==> src/rtl/crc16r_pkg.sv <==
package crc16r_pkg;

    typedef enum logic [0:0] {
        ST_IDLE  = 1'b0,
        ST_SHIFT = 1'b1
    } eng_state_e;

    localparam int unsigned CRC_W_DEF  = 16;
    localparam int unsigned DATA_W_DEF = 8;
    localparam logic [15:0] POLY_DEF  = 16'hA001;
    localparam logic [15:0] INIT_DEF  = 16'hFFFF;

endpackage

==> src/rtl/crc16r_step.sv <==
module crc16r_step #(
    parameter int unsigned    CRC_W = 16,
    parameter logic [CRC_W-1:0] POLY = 16'hA001
) (
    input  logic [CRC_W-1:0] crc_i,
    output logic [CRC_W-1:0] crc_o
);

    logic [CRC_W-1:0] shifted;

    always_comb begin
        shifted = {1'b0, crc_i[CRC_W-1:1]};
        if (crc_i[0]) begin
            crc_o = shifted ^ POLY;
        end else begin
            crc_o = shifted;
        end
    end

endmodule

==> src/rtl/crc16r_ctrl.sv <==
module crc16r_ctrl
    import crc16r_pkg::*;
#(
    parameter int unsigned DATA_W = 8
) (
    input  logic clk,
    input  logic rst_n,
    input  logic start_i,
    input  logic in_valid_i,
    output logic in_ready_o,
    output logic load_init_o,
    output logic absorb_o,
    output logic shift_o
);

    localparam int unsigned CNT_W = (DATA_W > 1) ? $clog2(DATA_W) : 1;
    localparam logic [CNT_W-1:0] LAST = CNT_W'(DATA_W - 1);

    eng_state_e       state_q;
    logic [CNT_W-1:0] cnt_q;

    // state register and shift counter
    always_ff @(posedge clk or negedge rst_n) begin
        if (!rst_n) begin
            state_q <= ST_IDLE;
            cnt_q   <= '0;
        end else if (start_i) begin
            state_q <= ST_IDLE;
            cnt_q   <= '0;
        end else begin
            unique case (state_q)
                ST_IDLE: begin
                    if (in_valid_i) begin
                        state_q <= ST_SHIFT;
                        cnt_q   <= '0;
                    end
                end
                ST_SHIFT: begin
                    if (cnt_q == LAST) begin
                        state_q <= ST_IDLE;
                        cnt_q   <= '0;
                    end else begin
                        cnt_q <= cnt_q + 1'b1;
                    end
                end
                default: begin
                    state_q <= ST_IDLE;
                    cnt_q   <= '0;
                end
            endcase
        end
    end

    // outputs
    always_comb begin
        in_ready_o  = 1'b0;
        absorb_o    = 1'b0;
        shift_o     = 1'b0;
        load_init_o = start_i;
        unique case (state_q)
            ST_IDLE: begin
                in_ready_o = 1'b1;
                absorb_o   = in_valid_i && !start_i;
            end
            ST_SHIFT: begin
                shift_o = !start_i;
            end
            default: begin
                in_ready_o = 1'b0;
            end
        endcase
    end


    accept_busy_chk: assert property (@(posedge clk) disable iff (!rst_n)
        absorb_o |=> !in_ready_o);


    release_chk: assert property (@(posedge clk) disable iff (!rst_n)
        (state_q == ST_SHIFT && cnt_q == LAST && !start_i) |=> in_ready_o);


    busy_hold_chk: assert property (@(posedge clk) disable iff (!rst_n)
        (state_q == ST_SHIFT && cnt_q != LAST && !start_i) |=> !in_ready_o);


    abort_ready_chk: assert property (@(posedge clk) disable iff (!rst_n)
        start_i |=> in_ready_o);

endmodule

==> src/rtl/crc16r_engine.sv <==
module crc16r_engine
    import crc16r_pkg::*;
#(
    parameter int unsigned      DATA_W = DATA_W_DEF,
    parameter int unsigned      CRC_W  = CRC_W_DEF,
    parameter logic [CRC_W-1:0] POLY   = POLY_DEF,
    parameter logic [CRC_W-1:0] INIT   = INIT_DEF
) (
    input  logic              clk,
    input  logic              rst_n,
    input  logic              start_i,
    input  logic              in_valid_i,
    input  logic [DATA_W-1:0] in_data_i,
    output logic              in_ready_o,
    output logic [CRC_W-1:0]  crc_o,
    output logic [7:0]        crc_lo_o,
    output logic [7:0]        crc_hi_o,
    input  logic [7:0]        rx_first_i,
    input  logic [7:0]        rx_second_i,
    output logic              match_o
);

    localparam int unsigned PAD_W = CRC_W - DATA_W;

    logic             load_init;
    logic             absorb;
    logic             shift;
    logic [CRC_W-1:0] crc_q;
    logic [CRC_W-1:0] crc_stepped;
    logic [CRC_W-1:0] data_ext;

    crc16r_ctrl #(.DATA_W(DATA_W)) u_ctrl (
        .clk         (clk),
        .rst_n       (rst_n),
        .start_i     (start_i),
        .in_valid_i  (in_valid_i),
        .in_ready_o  (in_ready_o),
        .load_init_o (load_init),
        .absorb_o    (absorb),
        .shift_o     (shift)
    );

    crc16r_step #(.CRC_W(CRC_W), .POLY(POLY)) u_step (
        .crc_i (crc_q),
        .crc_o (crc_stepped)
    );

    generate
        if (PAD_W == 0) begin : g_nopad
            assign data_ext = in_data_i;
        end else begin : g_pad
            assign data_ext = {{PAD_W{1'b0}}, in_data_i};
        end
    endgenerate

    always_ff @(posedge clk or negedge rst_n) begin
        if (!rst_n) begin
            crc_q <= INIT;
        end else if (load_init) begin
            crc_q <= INIT;
        end else if (absorb) begin
            crc_q <= crc_q ^ data_ext;
        end else if (shift) begin
            crc_q <= crc_stepped;
        end
    end

    always_comb begin
        crc_o    = crc_q;
        crc_lo_o = crc_q[7:0];
        crc_hi_o = crc_q[15:8];
        match_o  = in_ready_o && (crc_q[15:0] == {rx_second_i, rx_first_i});
    end


    start_clear_chk: assert property (@(posedge clk) disable iff (!rst_n)
        start_i |=> crc_q == INIT);


    absorb_high_chk: assert property (@(posedge clk) disable iff (!rst_n)
        (in_valid_i && in_ready_o && !start_i) |=> crc_q[CRC_W-1:DATA_W] == $past(crc_q[CRC_W-1:DATA_W]));


    hold_chk: assert property (@(posedge clk) disable iff (!rst_n)
        (in_ready_o && !in_valid_i && !start_i) |=> $stable(crc_q));


    zero_fill_chk: assert property (@(posedge clk) disable iff (!rst_n)
        (!in_ready_o && !start_i) |=> crc_q[CRC_W-1] == (POLY[CRC_W-1] & $past(crc_q[0])));


    match_idle_chk: assert property (@(posedge clk) disable iff (!rst_n)
        match_o |-> in_ready_o);

endmodule

==> config.mk <==
export PLATFORM = sky130hd
export DESIGN_NAME = crc16r_engine
export DESIGN_NICKNAME = d
export VERILOG_FILES = /design/src/rtl/crc16r_pkg.sv /design/src/rtl/crc16r_step.sv /design/src/rtl/crc16r_ctrl.sv /design/src/rtl/crc16r_engine.sv
export SDC_FILE = /design/constraint.sdc
export NUM_CORES = 1
export LEC_CHECK = 0
export ABC_CLOCK_PERIOD_IN_PS = 1550
export BUFFER_PORTS_ARGS = -buffer_cell sky130_fd_sc_hd__buf_2
export CELL_PAD_IN_SITES_DETAIL_PLACEMENT = 1
export CELL_PAD_IN_SITES_GLOBAL_PLACEMENT = 2
export CORE_MARGIN = 2
export CORE_UTILIZATION = 26
export DETAILED_ROUTE_END_ITERATION = 12
export MAX_ROUTING_LAYER = met4
export PLACE_DENSITY = 0.77
export SLEW_MARGIN = 20
export SYNTH_ARGS = -nofsm -noshare
export SYNTH_HDL_FRONTEND = slang
export SYNTH_SLANG_ARGS = --single-unit
==> constraint.sdc <==
create_clock -name clk -period 1.55 [get_ports clk]
set_clock_uncertainty 0.1 [all_clocks]
set_input_delay 0.155 -clock clk [delete_from_list [all_inputs] [get_ports clk]]
set_output_delay 0.155 -clock clk [all_outputs]
set_load 0.01 [all_outputs]
# Yosys cells after proc, flatten, opt, wreduce, memory -nomap -nowiden
# Index checks and enable logic that the tools add are counted.
[word_totals]
reg_bits = 20
in_bits = 28
[classes]
addsub = 1
eq_ne = 3
mux = 15
bitwise = 3
n_reduce_logical = 4
[ops]
columns = ["cell", "count"]
rows = [
  ["2-to-1 mux 16 bit", 4],
  ["equality test 16 bit", 1],
  ["XOR 16 x 8 -> 16 bit", 1],
  ["2-to-1 mux 3 bit", 3],
  ["2-to-1 mux 1 bit", 6],
  ["case mux 3 bit (2 select lines)", 1],
  ["adder 3 x 1 -> 3 bit (second input constant)", 1],
  ["equality test 3 bit (second input constant)", 1],
  ["inequality test 3 bit (second input constant)", 1],
  ["NOT 2 -> 3 bit", 1],
  ["nonzero test 3 bit", 1],
  ["logical AND 1 bit", 2],
  ["case mux 1 bit (2 select lines)", 1],
  ["zero test 1 bit", 1],
  ["NOT 1 bit", 1],
]

# Longest topological paths before layout
# Gate-level depths: netlist of the first run.
[logic_depth]
depth_word = 5
depth_mapped = 5
mapped_depth_nobuf = 5

# Hierarchy
# A second synthesis of the first run with hierarchy kept.
[unflattened]
hier_cells = 163
area_unflattened_um2 = 1511.4
[modules_own_cells]
columns = ["module", "n_inst", "cells_each", "area_each_um2", "seq_area_each_um2"]
rows = [
  ["crc16r_engine", 1, 126, 1162.4, 420.4],
  ["crc16r_ctrl", 1, 21, 226.5, 100.1],
  ["crc16r_step", 1, 16, 122.6, 0.0],
]

# Worst setup path before layout of the first run
# Ideal clock, no wire load.
[synth_path]
kind = "register -> output"
startpoint = "register crc_q[0], in the netlist crc_o[0]"
endpoint = "output match_o"
t_arrival_ps = 1211
required_ps = 1295
path_slack_ps = 84
path_stages_with_launch = 5
path_buffers = 0
path_cell_list = "dfstp_2 xor2_1 nor4_1 nand4_1 nor3_2"
[synth_between]
elab_chain_cells = 2
[synth_rtl]
columns = ["item", "line_no", "source"]
rows = [
  ["from (decl)", "crc16r_engine.sv:28", "logic [CRC_W-1:0] crc_q;"],
  ["from (signal assigned)", "crc16r_engine.sv:62", "crc_q <= crc_q ^ data_ext;"],
  ["from (signal assigned)", "crc16r_engine.sv:64", "crc_q <= crc_stepped;"],
  ["equality test 16 bit", "crc16r_engine.sv:72", "match_o = in_ready_o && (crc_q[15:0] == {rx_second_i, rx_first_i});"],
  ["logical AND 1 bit", "crc16r_engine.sv:72", ""],
  ["to (decl)", "crc16r_engine.sv:20", "output logic match_o"],
]
# Every way passes these cells.

# Worst setup path after layout of the first run
[layout_path]
startpoint = "register crc_q[7], in the netlist crc_o[7]"
endpoint = "output match_o"
# The elaborated chain is that of the path after synthesis.

==> flow_summary.yaml, run 1 <==
outcome:
  status: "complete, but fails checks"
  violations: "negative setup slack"
timing:
  final_max_slew_viol_count: 0
  worstMarginPinSlew_ps: 461
  relSlewSlack_pct: 69.3
  clock.fmax_mhz: 530
  rsz0062_at_grt: "yes"
  min_period_ps: 1890
  finalSetupViolCount: 1
  fin_crit_sh_pct: 122
  setup_ws_ps: -336
  hold_viol_final: 0
power_and_ir_drop:
  leakagePower_nw: 0.749
  power.total_w: 0.00137
  p_per_area_nw_per_um2: 803
  peakVddDrop_v: 0.000401
min_path:
  hp-start: "start_i"
  hold_class: "input port to register"
  min_delay_path_depth: 2
  worstHoldEndpoint: "u_ctrl.cnt_q[1]$_DFFE_PN0P_"
critical_path:
  cp.required_ps: 1290
  cp_num_buf_inv: 1
  crit_path_max_fanout: 2
  cp-end-kind: "primary output"
  slowest_delay_ps: 540
  rrSetupSlack_ps: 200
  critPathTopFamily: "simple AND/OR/NAND/NOR gates"
  critPathKind: "register to primary output"
  worst_r2r_path_depth: 4
  crit_path_top_delay_cell: "dfstp_2"
  path_cells: "xor2_1 > nor4_1 > nand4_1 > nor3_2 > buf_2"
  timing.rr.start: "u_ctrl.cnt_q[0]$_DFFE_PN0P_"
  worstPathArrival_ps: 1630
  start_kind: "register"
  r2r_end: "u_ctrl.cnt_q[2]$_DFFE_PN0P_"
finish:
  final_cell_count_no_fill: 261
  layout_commonest_cell: "buf_2"
  layout.nets: 225
  final_cell_mix: "buf_2, xor2_1, dfstp_2, buf_4, o21ai_0"
  multi_input_area_um2: 613
  area_delta_synth_final_pct: 32.6
  seq_area_um2: 520
  finish.instance_area_um2: 1710
  drive_gt1_share_pct: 51.5
  n_antenna_cell: 0
  fill_cells: 597
yosys:
  synth_nets: 164
  postSynthCellCount: 134
  synth_edf_count: 0
  ys.flop_type: "dfstp_2"
  ys_ff_latch: 20
  syn_area_um2: 1290
  synthArstFlopShare_pct: 100
  syn_area_per_cell_um2: 9.60
  synth_warnings: 0
  synth_seq_area_share_pct: 40.5
  synthDistinctLibCells: 27
grt:
  grt_pass1_vias: 1194
  grt_pass1_wl_um: 6050
  track_usage_pct: 15.0
  antenna_found_initial: 0
  grt_max_degree: 25
  grt_overflow: 0
placed_design:
  gp_congestion: 0.782
  port_buffers: 61
  placed_area_um2: 1640
  dpl.cell_count: 256
  dp_hpwl_um: 2890
die:
  die_y_um: 74.3
  core-area_um2: 4750
  die_x_um: 74.3
  die-area_um2: 5530
  rows: 25
  initial_core_util_pct: 27.1
  ios: 62
drt:
  drc: 0
  totalWireLength_um: 3740
  first_iter_violations: 27
  wire_per_inst_um: 14.3
  detail_route.first_pass.iterations: 4
  num_vias: 1177
  ant_nets: 0
  post_drt_via_cell_ratio: 4.51
clock_tree:
  cts_tree: "yes"
  cts.reportedPaths.clkPinSlew_ps: 70
  clock_path_buffers: 2
  post_cts_buffers: 0
  htree_levels: 1
  numClockSinks: 20
  numCtsBuffers: 3
  clk_latency_ps: 260
  clock_tree.root_cell: "clkbuf_8"
flow_run:
  maxCapViolations: 0
cell families (layout without fill, tap and decap cells):
kind of cell,after synthesis,after routing,share of synthesized area [%]
and+or+nand+nor,36,36,16.2
AOI/OAI and AO/OA,34,34,16.2
buffers and inverters,24,84,12.8
DFF,20,20,40.5
xor gates and xnor gates,18,18,12.3
adders and majority gates,2,2,1.95
sequential cells by signal, indices dropped and copies added, names as in the netlist:
name	flops
crc_o	16
u_ctrl.cnt_q	3
u_ctrl.state_q	1
through the flow:
stage                     setup TNS, ps  setup slack [ps]  util, %  hold slack [ps]
after detailed placement          -82.9             -82.9     34.4             34.3
after global placement            -66.8             -66.8     34.4             23.0
final                              -336              -336     35.9              184
after floorplan                       0              83.9        -             -241
after global routing               -451              -451     35.9              205
after CTS                          -370              -370     35.6              185
metal layers:
metal / routed length [um] / GRT usage (%)
met4: 31 / 2.98
met5: 0 / -
met2: 1760 / 24.6
met1: 1710 / 19.3
met3: 235 / 2.98
what timing repair did:
| item | 4_1_cts | 5_1_grt |
|---|---|---|
| endpoints found under the hold margin | 4 | 0 |
| gates resized for setup | 0 | 2 |
| pin swaps | 1 | 1 |
| endpoints found under the setup margin | 1 | 1 |
| hold buffers | 1 | 0 |
synthesized netlist by cell type, types with 4 or more instances:
| library cell | count | area, um2 |
|---|---|---|
| nor2_1 | 5 | 18.8 |
| dfrtp_1 | 4 | 100 |
| and2_1 | 6 | 37.5 |
| dfstp_2 | 16 | 420 |
| buf_4 | 18 | 135 |
| nand2b_1 | 8 | 50.1 |
| and3_1 | 7 | 43.8 |
| a211o_1 | 8 | 70.1 |
| o21ai_0 | 14 | 70.1 |
| a21oi_1 | 8 | 40.0 |
| xor2_1 | 16 | 140 |
cell type report:
| class | count | area share (%) |
|---|---|---|
| inverters | 2 | 0.440 |
| clock buffers | 4 | 2.64 |
| repair buffers | 78 | 25.5 |
| multi-input cells | 90 | 36.0 |
| well taps | 67 | 4.92 |
| flip-flops and latches | 20 | 30.5 |
power by group:
group | internal [W] | leakage (nW) | switching, W
combinational | 0.000189 | 0.504 | 0.000215
sequential | 0.000583 | 0.222 | 0.0000281
clock | 0.000183 | 0.0228 | 0.000171
total | 0.000955 | 0.749 | 0.000414
worst max path at each step:
stage / start / to / slack (ps) / cells after the start
global placement: crc_o[12]$_DFFE_PN1P_ / match_o / -70 / 5
finish: crc_o[7]$_DFFE_PN1P_ / match_o / -340 / 5
detailed placement: crc_o[7]$_DFFE_PN1P_ / match_o / -80 / 5
floorplan: crc_o[0]$_DFFE_PN1P_ / match_o / 80 / 4
global route: crc_o[7]$_DFFE_PN1P_ / match_o / -450 / 5
CTS: crc_o[7]$_DFFE_PN1P_ / match_o / -370 / 5
Power figures use the tool's default switching activity.
==> inputs of run 2 (changes only) <==
--- a/config.mk
+++ b/config.mk
@@ -9,6 +9,7 @@
 export BUFFER_PORTS_ARGS = -buffer_cell sky130_fd_sc_hd__buf_2
 export CELL_PAD_IN_SITES_DETAIL_PLACEMENT = 1
 export CELL_PAD_IN_SITES_GLOBAL_PLACEMENT = 2
+export CORE_ASPECT_RATIO = 1.25
 export CORE_MARGIN = 2
 export CORE_UTILIZATION = 26
 export DETAILED_ROUTE_END_ITERATION = 12
@@ -18,3 +19,4 @@
 export SYNTH_ARGS = -nofsm -noshare
 export SYNTH_HDL_FRONTEND = slang
 export SYNTH_SLANG_ARGS = --single-unit
+export TNS_END_PERCENT = 50
==> flow_summary.yaml, run 2 (same netlist as run 1, synthesis figures left out) <==
finish:
  largest_register_ffs: 16
  fill_cells: 583
  final_cell_mix: "buf_2, xor2_1, dfstp_2, buf_4, o21ai_0"
  n_antenna_cell: 0
  layout.nets: 224
  layout_commonest_cell: "buf_2"
  drive_gt1_share_pct: 51.3
  area_delta_synth_final_pct: 31.3
  seq_area_um2: 520
  multi_input_area_um2: 613
critical_path:
  critPathTopFamily: "simple AND/OR/NAND/NOR gates"
  cp.required_ps: 1290
  path_cells: "xor2_1 > nor4_2 > nand4_1 > nor3_2 > buf_2"
  crit_path_max_fanout: 2
  cp_num_buf_inv: 1
  start_kind: "register"
  crit_path_top_delay_cell: "dfstp_2"
  rrSetupSlack_ps: 160
  slowest_delay_ps: 540
  worstPathArrival_ps: 1570
  cp-end-kind: "primary output"
  critPathKind: "register to primary output"
drt:
  drc: 0
  num_vias: 1201
  first_iter_violations: 16
  totalWireLength_um: 3910
  ant_nets: 0
  post_drt_via_cell_ratio: 4.75
  detail_route.first_pass.iterations: 2
  wire_per_inst_um: 15.5
grt:
  grt_overflow: 0
  grt_max_degree: 25
  antenna_found_initial: 0
  grt_pass1_vias: 1313
  grt_pass1_wl_um: 6310
  track_usage_pct: 15.8
die:
  core-area_um2: 4760
  die_x_um: 66.9
  die_y_um: 82.6
  rows: 28
  die-area_um2: 5530
  initial_core_util_pct: 27.0
  ios: 62
clock_tree:
  numCtsBuffers: 3
  clock_tree.root_cell: "clkbuf_8"
  htree_levels: 1
  cts_tree: "yes"
  post_cts_buffers: 0
  clk_latency_ps: 260
  cts.reportedPaths.clkPinSlew_ps: 80
  numClockSinks: 20
  clock_path_buffers: 2
power_and_ir_drop:
  peakVddDrop_v: 0.000282
  seq_power_share_pct: 44.7
  p_sw_share_pct: 30.5
  p_sw_w: 0.000419
  leakagePower_nw: 0.744
  power_frac_comb_pct: 29.5
  power_frac_clock_pct: 25.9
  power.total_w: 0.00137
  p_per_area_nw_per_um2: 812
  p_int_w: 0.000953
timing:
  final_max_slew_viol_count: 0
  rsz0062_at_grt: "yes"
  hold_viol_final: 0
  setup_ws_ps: -279
  relSlewSlack_pct: 68.2
  min_period_ps: 1830
  finalSetupViolCount: 1
  clock.fmax_mhz: 547
  worstMarginPinSlew_ps: 476
  fin_crit_sh_pct: 118
flow_run:
  maxCapViolations: 0
min_path:
  hold_class: "input port to register"
placed_design:
  gp_congestion: 0.739
  port_buffers: 61
  dp_hpwl_um: 3050
  dp_slack_ps: -50.3
outcome:
  status: "complete, but fails checks"
  violations: "negative setup slack"
[run 2: final cells by class]
| cell class | count | area share, % |
|---|---|---|
| well taps | 60 | 4.44 |
| repair buffers | 77 | 25.3 |
| inverters | 2 | 0.444 |
| multi-input cells | 90 | 36.3 |
| clock buffers | 4 | 2.67 |
| flip-flops and latches | 20 | 30.8 |
[run 2: final timing paths]
kind                                        startpoint                          end  depth (start not counted)
max                              crc_o[12]$_DFFE_PN1P_                      match_o                          5
max reg2reg                u_ctrl.cnt_q[0]$_DFFE_PN0P_  u_ctrl.cnt_q[2]$_DFFE_PN0P_                          4
min reg2reg                u_ctrl.cnt_q[1]$_DFFE_PN0P_  u_ctrl.cnt_q[1]$_DFFE_PN0P_                          2
min                                            start_i  u_ctrl.cnt_q[0]$_DFFE_PN0P_                          2
min in group asynchronous                        rst_n  u_ctrl.cnt_q[1]$_DFFE_PN0P_                          2
max in group asynchronous                        rst_n         crc_o[9]$_DFFE_PN1P_                          2
[run 2: per-layer routing]
metal	GRT usage, %	share of wire [%]	vias to the layer above
met4	4.08	0.54	0
met2	30.6	54	42
li1	-	-	566
met3	2.44	5.6	4
met1	16.4	40	589
met5	-	0	-
[run 2: repair_timing]
action,4_1_cts,5_1_grt
endpoints found under the hold margin,4,0
hold buffers,1,0
pin swaps,2,0
resized for setup,0,2
setup endpoints to repair,1,1
[run 2: power groups by stage]
| stage | Combinational, W | Sequential, W | Clock, W |
|---|---|---|---|
| after floorplan | 0.000209 | 0.000655 | 0 |
| after global placement | 0.000389 | 0.000618 | 0 |
| after detailed placement | 0.000400 | 0.000622 | 0 |
| after CTS | 0.000407 | 0.000614 | 0.000374 |
| after global routing | 0.000453 | 0.000619 | 0.000387 |
| final | 0.000404 | 0.000613 | 0.000355 |
[run 2: stage by stage]
| step | utilization (%) | cell area [um2] | setup TNS, ps | instances | hold WS [ps] |
|---|---|---|---|---|---|
| after global routing | 35.5 | 1690 | -409 | 253 | 196 |
| after global placement | 34.0 | 1620 | -63.8 | 248 | 20.4 |
| after floorplan | - | 1290 | 0 | 134 | -241 |
| after detailed placement | 34.0 | 1620 | -50.3 | 248 | 37.3 |
| final | 35.5 | 1690 | -279 | 253 | 183 |
| after CTS | 35.2 | 1680 | -336 | 253 | 179 |
